**config.mk**
```make
export PLATFORM = sky130hd
export DESIGN_NAME = gpio_port
export DESIGN_NICKNAME = d
export VERILOG_FILES = /design/src/rtl/gpio_port_pkg.sv /design/src/rtl/gpio_pin_sync.sv /design/src/rtl/gpio_dir_ctrl.sv /design/src/rtl/gpio_half_latch.sv /design/src/rtl/gpio_port.sv
export SDC_FILE = /design/constraint.sdc
export NUM_CORES = 1
export LEC_CHECK = 0
export ABC_AREA = 1
export BUFFER_PORTS_ARGS = -buffer_cell sky130_fd_sc_hd__buf_2
export CAP_MARGIN = 20
export CORE_UTILIZATION = 45
export DETAILED_ROUTE_END_ITERATION = 10
export PLACE_DENSITY_LB_ADDON = 0.05
export SYNTH_ARGS = -nofsm -noshare
export SYNTH_HDL_FRONTEND = slang
export SYNTH_SLANG_ARGS = --single-unit
```
**constraint.sdc**
```tcl
create_clock -name clk -period 1.34 [get_ports clk]
set_input_delay 0.067 -clock clk [delete_from_list [all_inputs] [get_ports clk]]
set_output_delay 0.067 -clock clk [all_outputs]
set_load 0.05 [all_outputs]
```
**src/rtl/gpio_port_pkg.sv**
```systemverilog
package gpio_port_pkg;
    localparam int DATA_W      = 32;
    localparam int HALF_W      = DATA_W / 2;
    localparam int OFF_SET_IN  = 'h00;
    localparam int OFF_SET_OUT = 'h04;
    localparam int OFF_PIN_LVL = 'h08;
    localparam int OFF_OUT0    = 'h0C;
    localparam int SYNC_STAGES = 2;
endpackage

```
**src/rtl/gpio_pin_sync.sv**
```systemverilog
module gpio_pin_sync #(
    parameter int W      = 32,
    parameter int STAGES = 2
) (
    input  logic         clk,
    input  logic         rst_n,
    input  logic [W-1:0] din,
    output logic [W-1:0] dout
);
    logic [W-1:0] st_d [STAGES];
    logic [W-1:0] st_q [STAGES];

    always_comb begin
        st_d[0] = din;
        for (int i = 1; i < STAGES; i++) begin
            st_d[i] = st_q[i-1];
        end
    end

    always_ff @(posedge clk) begin
        for (int i = 0; i < STAGES; i++) begin
            if (!rst_n) st_q[i] <= '0;
            else        st_q[i] <= st_d[i];
        end
    end

    assign dout = st_q[STAGES-1];
endmodule

```
**src/rtl/gpio_dir_ctrl.sv**
```systemverilog
module gpio_dir_ctrl #(
    parameter int W = 32
) (
    input  logic         clk,
    input  logic         rst_n,
    input  logic         mk_in_stb,
    input  logic         mk_out_stb,
    input  logic [W-1:0] sel_bits,
    output logic [W-1:0] dir
);
    typedef struct packed {
        logic [W-1:0] dir;
    } dir_state_t;

    dir_state_t st_d, st_q;

    always_comb begin
        st_d = st_q;
        if (mk_out_stb) st_d.dir = st_d.dir | sel_bits;
        if (mk_in_stb)  st_d.dir = st_d.dir & ~sel_bits;
    end

    always_ff @(posedge clk) begin
        if (!rst_n) st_q <= '0;
        else        st_q <= st_d;
    end

    assign dir = st_q.dir;
endmodule

```
**src/rtl/gpio_half_latch.sv**
```systemverilog
module gpio_half_latch #(
    parameter int HW = 16
) (
    input  logic          clk,
    input  logic          rst_n,
    input  logic          wr_stb,
    input  logic [2*HW-1:0] wr_word,
    output logic [HW-1:0] q
);
    typedef struct packed {
        logic [HW-1:0] val;
    } half_state_t;

    half_state_t st_d, st_q;
    logic [HW-1:0] msk;
    logic [HW-1:0] nv;

    assign msk = wr_word[2*HW-1:HW];
    assign nv  = wr_word[HW-1:0];

    always_comb begin
        st_d = st_q;
        if (wr_stb) st_d.val = (st_q.val & ~msk) | (nv & msk);
    end

    always_ff @(posedge clk) begin
        if (!rst_n) st_q <= '0;
        else        st_q <= st_d;
    end

    assign q = st_q.val;
endmodule

```
**src/rtl/gpio_port.sv**
```systemverilog
module gpio_port
    import gpio_port_pkg::*;
#(
    parameter int NPIN   = 32,
    parameter int ADDR_W = 8
) (
    input  logic              clk,
    input  logic              rst_n,
    input  logic [ADDR_W-1:0] bus_addr,
    input  logic              bus_we,
    input  logic [DATA_W-1:0] bus_wdata,
    output logic [DATA_W-1:0] bus_rdata,
    input  logic [NPIN-1:0]   pin_in,
    output logic [NPIN-1:0]   pad_oe,
    output logic [NPIN-1:0]   pad_out
);
    localparam int NHALF   = NPIN / HALF_W;
    localparam int OFF_DIR = OFF_OUT0 + 4 * NHALF;

    logic [NPIN-1:0] dir_q;
    logic [NPIN-1:0] lat_q;
    logic [NPIN-1:0] lvl_q;
    logic            hit_in, hit_out;

    assign hit_in  = bus_we && (bus_addr == ADDR_W'(OFF_SET_IN));
    assign hit_out = bus_we && (bus_addr == ADDR_W'(OFF_SET_OUT));

    gpio_pin_sync #(.W(NPIN), .STAGES(SYNC_STAGES)) u_sync (
        .clk   (clk),
        .rst_n (rst_n),
        .din   (pin_in),
        .dout  (lvl_q)
    );

    gpio_dir_ctrl #(.W(NPIN)) u_dir (
        .clk        (clk),
        .rst_n      (rst_n),
        .mk_in_stb  (hit_in),
        .mk_out_stb (hit_out),
        .sel_bits   (bus_wdata[NPIN-1:0]),
        .dir        (dir_q)
    );

    for (genvar h = 0; h < NHALF; h++) begin : g_half
        logic hit_half;
        assign hit_half = bus_we && (bus_addr == ADDR_W'(OFF_OUT0 + 4 * h));
        gpio_half_latch #(.HW(HALF_W)) u_lat (
            .clk     (clk),
            .rst_n   (rst_n),
            .wr_stb  (hit_half),
            .wr_word (bus_wdata),
            .q       (lat_q[h*HALF_W +: HALF_W])
        );
    end

    always_comb begin
        bus_rdata = '0;
        if (bus_addr == ADDR_W'(OFF_PIN_LVL)) bus_rdata = DATA_W'(lvl_q);
        if (bus_addr == ADDR_W'(OFF_DIR))     bus_rdata = DATA_W'(dir_q);
        for (int h = 0; h < NHALF; h++) begin
            if (bus_addr == ADDR_W'(OFF_OUT0 + 4 * h))
                bus_rdata = DATA_W'(lat_q[h*HALF_W +: HALF_W]);
        end
    end

    assign pad_oe  = dir_q;
    assign pad_out = lat_q & dir_q;
endmodule

```
# After elaboration in Yosys (flattened, before gate mapping)
# Memory sizes are Yosys's and may differ from the RTL's.
# Index checks and enable logic that the tools add are counted.
# op_classes
mux,10
reduce_logical,5
n_bitwise,12
eq_ne,5
# ops
cell,n
two-way mux 32 bit,8
AND 32 bit,2
AND 16 bit,3
NOT 32 bit,1
bitwise OR 16 bit,2
bitwise OR 32 bit,1
"equality test 8 x 4 -> 1 bit, second input constant",2
"equality test 8 x 5 -> 1 bit, second input constant",2
NOT 16 bit,1
"equality test 8 x 3 -> 1 bit, second input constant",1
logical NOT 8 bit,1
logical AND 1 bit,4
two-way mux 1 bit,2
bitwise OR 1 bit,2
# totals
reg_bits,64
out_inout_bits,96
in_bits,75
mem_count,1
wordCells,36
mem_bits_rw,64
# mem_list
name,depth,width,rd,rd_clocked_by_memory_dff,write_ports,line_no,source
u_sync.st_q,2,32,2,0,2,gpio_pin_sync.sv:11,logic [W-1:0] st_q [STAGES];

# Logic depth before layout (Yosys ltp)
# Gate-level depths: netlist of run 1.
# depth
word_depth,5
depth_mapped,10
ltp_nobuf,9

# Modules after synthesis
# From an unflattened synthesis of run 1, not the netlist that was laid out.
# unflattened
hier_cells,878
area_unflattened_um2,5794.3
# by_module_without_submodules
mod,instances,cells_each,area_each_um2
gpio_pin_sync,1,199,1840.5
gpio_half_latch,2,116,745.7
gpio_dir_ctrl,1,169,1239.9
gpio_port,1,278,1222.4

# Worst setup path before layout of run 1
# Ideal clock, no wire load.
# synth_timing
kind,register to output
start,register (tool-made name)
end,output bus_rdata[0]
stages_incl_launch_ff,7
arrival_time_ns,1.692
path_slack_ns,-0.419
path_cell_list,dfxtp_1 -> inv_1 -> nand3_1 -> nand2_1 -> inv_1 -> nand2_1 -> a21oi_1
# synth_rtl
element,line_no,source
to (decl),gpio_port.sv:12,"output logic [DATA_W-1:0] bus_rdata,"

==> results of run 1 <==
[Yosys cell counts (all sizes together)]
library cell,number
or2,1
nor3,1
nand3,22
nor2,76
nand3b,1
nand2,254
dfxtp,128
buf,18
a21oi,38
nand4,16
a21boi,17
o2111ai,14
clkbuf,20
and3,1
o21ai,38
inv,157
[stage by stage]
stage / hold slack (ps) / total power [W] / cells / worst slack [ps] / area (um^2)
after floorplan: 165 / 0.00421 / 802 / -186 / 5560
after global placement: 246 / 0.00443 / 1113 / -103 / 6740
after detailed placement: 251 / 0.00445 / 1113 / -134 / 6740
after CTS: 19.9 / 0.00929 / 1211 / -114 / 8130
after global routing: 51.2 / 0.00958 / 1223 / -130 / 8520
final: 33.4 / 0.00928 / 1223 / -97.4 / 8520
[cells in the final DEF (no fill, tap or decap), types with 4 or more instances in the layout]
cell type        n
o2111ai_1       13
nor2_1          63
inv_1          147
o21ai_0         32
nand3_1         19
clkbuf_16       23
a21boi_1        17
clkinv_4         4
dlygate4sd3_1   64
o21ai_1          4
nand4_1         16
buf_6           12
nor2_4          10
clkbuf_4         4
nand2_1        234
a21oi_2          5
buf_8            5
a21oi_1         33
buf_2          133
clkinvlp_4       6
dfxtp_2         10
inv_2            8
buf_12           8
buf_4           48
dfxtp_1        118
nand2_2         18
[cells by family after synthesis]
family | after synthesis
compound gates | 107
simple gates | 372
flops | 128
buf+inv | 195
[layer usage]
metal  up-vias  global-route usage [%]  wire length [um]
met5         -                       0                 0
met4         0                    10.4               380
met3        27                    5.25              1120
met2       243                    44.1              8150
met1      2670                    33.7              7850
li1       2960                       -                 -
[critical path, stage by stage (launching register included)]
cell	delay (ps)
dfxtp_2	330
inv_2	40
nand3_2	50
nand2_1	50
inv_1	50
nand2_1	60
a21oi_2	180
buf_6	180
[what timing repair did]
item,CTS,global route
pin swaps,6,8
buffers inserted,2,6
hold buffers,64,0
resized for setup,50,67
endpoints found under the setup margin,34,36
gates cloned,0,6
endpoints found under the hold margin,94,0
[final timing paths]
kind / start / end / slack [ps] / cells past startpoint
max: flip-flop / bus_rdata[0] / -100 / 7
min: rst_n / u_sync.st_q[0][5] / 30 / 3
max reg2reg: flip-flop / flip-flop / 550 / 3
min reg2reg: u_sync.st_q[0][24] / u_sync.st_q[1][24] / 410 / 2
[area by class of cell]
| cell class | instances | area share [%] |
|---|---|---|
| Clock inverter | 13 | 1.91 |
| Multi-Input combinational cell | 479 | 27.3 |
| Inverter | 157 | 7.03 |
| Tap cell | 147 | 2.16 |
| Clock buffer | 19 | 5.32 |
| Sequential cell | 128 | 30.2 |
| Timing Repair Buffer | 280 | 26.0 |
[report_power, final]
| group | total (W) | switching [W] | leakage [nW] | internal [W] |
|---|---|---|---|---|
| logic | 0.000623 | 0.000321 | 3.36 | 0.000302 |
| registers | 0.00393 | 0.0000277 | 1.05 | 0.00390 |
| clock network | 0.00473 | 0.00172 | 0.283 | 0.00302 |
==> impl_metrics.tcl, run 1 <==
set metrics [dict create \
    antenna_found_initial 0 \
    power_leakage_nw 4.69 \
    wl_per_cell_um 14.3 \
    multi_input_area_mm2 0.00233 \
    clk_pin_slew_worst_paths_ps 60 \
    critPathArrivalTime_ps 1370 \
    rows 40 \
    syn-num-nets 877 \
    finalSetupViolations 22 \
    fin_nets 1138 \
    violations "setup timing" \
    syn_inst 802 \
    ys_seq_elements 128 \
    synth_top_family_by_area "simple AND/OR/NAND/NOR gates" \
    endpoint_kind "output pin" \
    drt-pass1-iter-count 5 \
    cts_sinks 128 \
    synthTopCellsByArea "dfxtp_1 46%, nand2_1 16%, inv_1 10%, nor2_1 4.9%, a21oi_1 3.4%" \
    syn_to_final_growth_pct 54.3 \
    fin_crit_ps 1440 \
    dr.first_iter.drc_count 311 \
    clkLatencyLatePin_ps 420 \
    vias_per_cell 4.82 \
    ys_seq_area_share_pct 46.4 \
    max_freq_mhz 696 \
    finalClockSkew_ps 13.8 \
    setup_ws_ps -97.4 \
    cp-start-kind "flip-flop" \
    yosys.area_share.adder_pct 0 \
    max_cap_viol_count 0 \
    syn_area_mm2 0.00552 \
    clockBufferDepth 2 \
    grt_overflow 0 \
    critPathMaxFanout 2 \
    h-tree-depth 4 \
    port_buffers 170 \
    yosysTopAreaCellShare_pct 46.4 \
    synth-xor-area-share_pct 0 \
    synth_compound_area_share_pct 11.4 \
    drc_errors 0 \
    tightest_slew_ps 313 \
    chipHeight_um 113 \
    worstPathRequired_ps 1270 \
    vias 5900 \
    routed_wl_um 17500 \
    core_area_mm2 0.0120 \
    hold_class "in2reg" \
    slew_violations 0 \
    detailed_place_hpwl_um 11200 \
    cts-root-buf "clkbuf_16" \
    slew-limit-headroom_pct 79.1 \
    tritoncts "yes" \
    power_density_mw_per_mm2 1090 \
    rsz0062_at_grt "yes" \
    grt_max_degree 35 \
    fin_crit_sh_pct 107 \
    n_antenna_cell 0 \
    muxShareOfSynthArea_pct 0 \
    tns_ps -736 \
    ios 171 \
    seqCellArea_mm2 0.00257 \
    cts_buffers 17 \
    synth-simple-area-share_pct 28.1 \
    fillers 976 \
    worstSetupPathType "reg2out" \
    ir_drop_uv 877 \
    yosysWarnings 0 \
    die_area_mm2 0.0127 \
    antenna_left 0 \
    start_util_pct 46.0 \
    syn_area_per_cell_um2 6.89 \
    grt_pass1_wl_um 26000 \
    status "finished with violations" \
    final_util_pct 70.9 \
    die_w_um 113 \
    synth.distinct_cells 25 \
    hold_violations 0 \
    synth_top_area_cell "dfxtp_1" \
    grt_pass1_vias 5339 \
    drive_gt1_share_pct 29.0 \
    grt.total_usage_pct 26.4 \
    place_congestion 0.867 \
]
Power figures use the tool's default switching activity.
==> run 2: changes to the inputs <==
- SYNTH_HIERARCHICAL: not set -> 1
==> impl_metrics.tcl, run 2 <==
set metrics [dict create \
    n_antenna_cell 0 \
    cts-root-buf "clkbuf_16" \
    drt-pass1-iter-count 7 \
    vias 5884 \
    finalClockSkew_ps 1.62 \
    grt_max_degree 58 \
    die_w_um 115 \
    chipHeight_um 115 \
    rsz0062_at_grt "yes" \
    die_area_mm2 0.0133 \
    synth_edf_count 0 \
    power_density_mw_per_mm2 1110 \
    synth_top_area_cell "dfxtp_1" \
    h-tree-depth 4 \
    hold_violations 0 \
    drive_gt1_share_pct 26.7 \
    max_freq_mhz 730 \
    cp-start-kind "input pin" \
    fin_crit_ps 1370 \
    power_leakage_nw 4.87 \
    syn_inst 878 \
    worstPathRequired_ps 1270 \
    violations "setup timing" \
    fin_nets 1206 \
    finalSetupViolations 3 \
    critPathArrivalTime_ps 1300 \
    synthTopCellsByCount "335 x nand2_1, 155 x inv_1, 128 x dfxtp_1, 110 x nor2_1, 39 x a21oi_1" \
    start_util_pct 46.1 \
    final_cell_area_mm2 0.00855 \
    async_reset_ff_share_pct 0 \
    clkLatencyLatePin_ps 410 \
    syn-num-nets 953 \
    dpl_cell_area_mm2 0.00692 \
    tns_ps -66.8 \
    place_ws_ps -56.9 \
    antenna_found_initial 0 \
    wl_per_cell_um 12.9 \
    vias_per_cell 4.47 \
    clockBufferDepth 2 \
    worstSetupPathType "in2out" \
    detailed_place_hpwl_um 11300 \
    grt.total_usage_pct 26.5 \
    max_cap_viol_count 0 \
    mostFrequentLayoutCell "nand2_1" \
    slew-limit-headroom_pct 81.3 \
    fillers 1084 \
    cts_buffers 17 \
    setup_ws_ps -30.5 \
    tightest_slew_ps 281 \
    endpoint_kind "output pin" \
    hold_class "in2reg" \
    routed_wl_um 17000 \
    ys_seq_area_share_pct 44.2 \
    ys_seq_elements 128 \
    core_area_mm2 0.0126 \
    ios 171 \
    syn_area_mm2 0.00579 \
    syn_area_per_cell_um2 6.60 \
    critPathMaxFanout 16 \
    slew_violations 0 \
    cts_sinks 128 \
    grt_overflow 0 \
    antenna_left 0 \
    yosysTopAreaCellShare_pct 44.2 \
    grt_pass1_vias 5209 \
    tritoncts "yes" \
    synthTopCellsByArea "dfxtp_1 44%, nand2_1 22%, inv_1 10%, nor2_1 7.1%, a21oi_1 3.4%" \
    ir_drop_uv 935 \
    port_buffers 170 \
    place_congestion 0.884 \
    clk_pin_slew_worst_paths_ps 60 \
    fin_crit_sh_pct 102 \
    final_cell_mix "320 x nand2_1, 153 x inv_1, 135 x buf_2" \
    yosysWarnings 6 \
    rows 41 \
    synth_most_common_cell "nand2_1" \
    status "finished with violations" \
    grt_pass1_wl_um 26500 \
    drc_errors 0 \
    synth.distinct_cells 19 \
    synth_ff_type "dfxtp_1" \
    syn_to_final_growth_pct 47.5 \
    dr.first_iter.drc_count 483 \
]
## run 2: area by class of cell
cell class                 count  area [um^2]  area share, %
clock buffer                  20          457           5.34
clock inverter                12          180           2.11
inverter                     156          586           6.85
multi-input combinational    559         2450           28.7
sequential                   128         2590           30.3
tap                          172          215           2.52
timing repair buffer         269         2070           24.2
## run 2: logic make-up (layout without fill, tap and decap cells)
| logic type | Yosys count | after routing | synth area share, % |
|---|---|---|---|
| AOI/OAI and AO/OA | 39 | 39 | 3.37 |
| buffers and inverters | 191 | 457 | 15.8 |
| and+or+nand+nor | 520 | 520 | 36.6 |
| DFF | 128 | 128 | 44.2 |
## run 2: per-layer routing
layer / up-vias / part of all wire, % / track usage (%)
met3: 29 / 5.7 / 5.02
met2: 223 / 45 / 41.2
met1: 2553 / 47 / 36.4
met5: - / 0 / 0
li1: 3079 / - / -
met4: 0 / 2.1 / 10.0
## run 2: where the power goes
| part | total (W) | leakage (nW) | switching, W | internal, W |
|---|---|---|---|---|
| clock | 0.00493 | 0.307 | 0.00171 | 0.00322 |
| combinational | 0.000598 | 3.51 | 0.000301 | 0.000298 |
| sequential | 0.00392 | 1.05 | 0.0000293 | 0.00389 |
| total | 0.00945 | 4.87 | 0.00204 | 0.00741 |
## run 2: critical path, stage by stage
cell,delay [ps]
buf_2,120
nor2_4,150
nand2_2,100
nor2_4,220
buf_12,190
nand2_1,100
nand4_1,150
buf_6,180
## run 2: per-stage QoR
stage / cells / hold slack [ps] / util, % / power [W]
floorplan: 878 / 165 / - / 0.00423
global placement: 1214 / 249 / 55.0 / 0.00444
detailed placement: 1214 / 251 / 55.0 / 0.00444
CTS: 1314 / 286 / 66.4 / 0.00951
global route: 1316 / 338 / 68.0 / 0.00977
finish: 1316 / 305 / 68.0 / 0.00945
## run 2: worst paths after layout
kind                                          from                 end  slack, ps  depth (start not counted)
worst max-delay path                   bus_addr[0]        bus_rdata[2]        -30                          8
worst min-delay path                        bus_we           flip-flop        310                          7
worst max register to register       u_dir/dir[24]       u_dir/dir[24]        550                          3
worst min register to register  u_sync/st_q[0][19]  u_sync/st_q[1][19]        410                          2
## run 2: what timing repair did
action                                  4_1_cts  5_1_grt
resized for setup                            45       63
hold endpoints to repair                     96        0
gates cloned                                  0        2
endpoints found under the setup margin       22       35
pin swaps                                     3        6
hold buffers                                 65        0
buffers inserted                              3        0
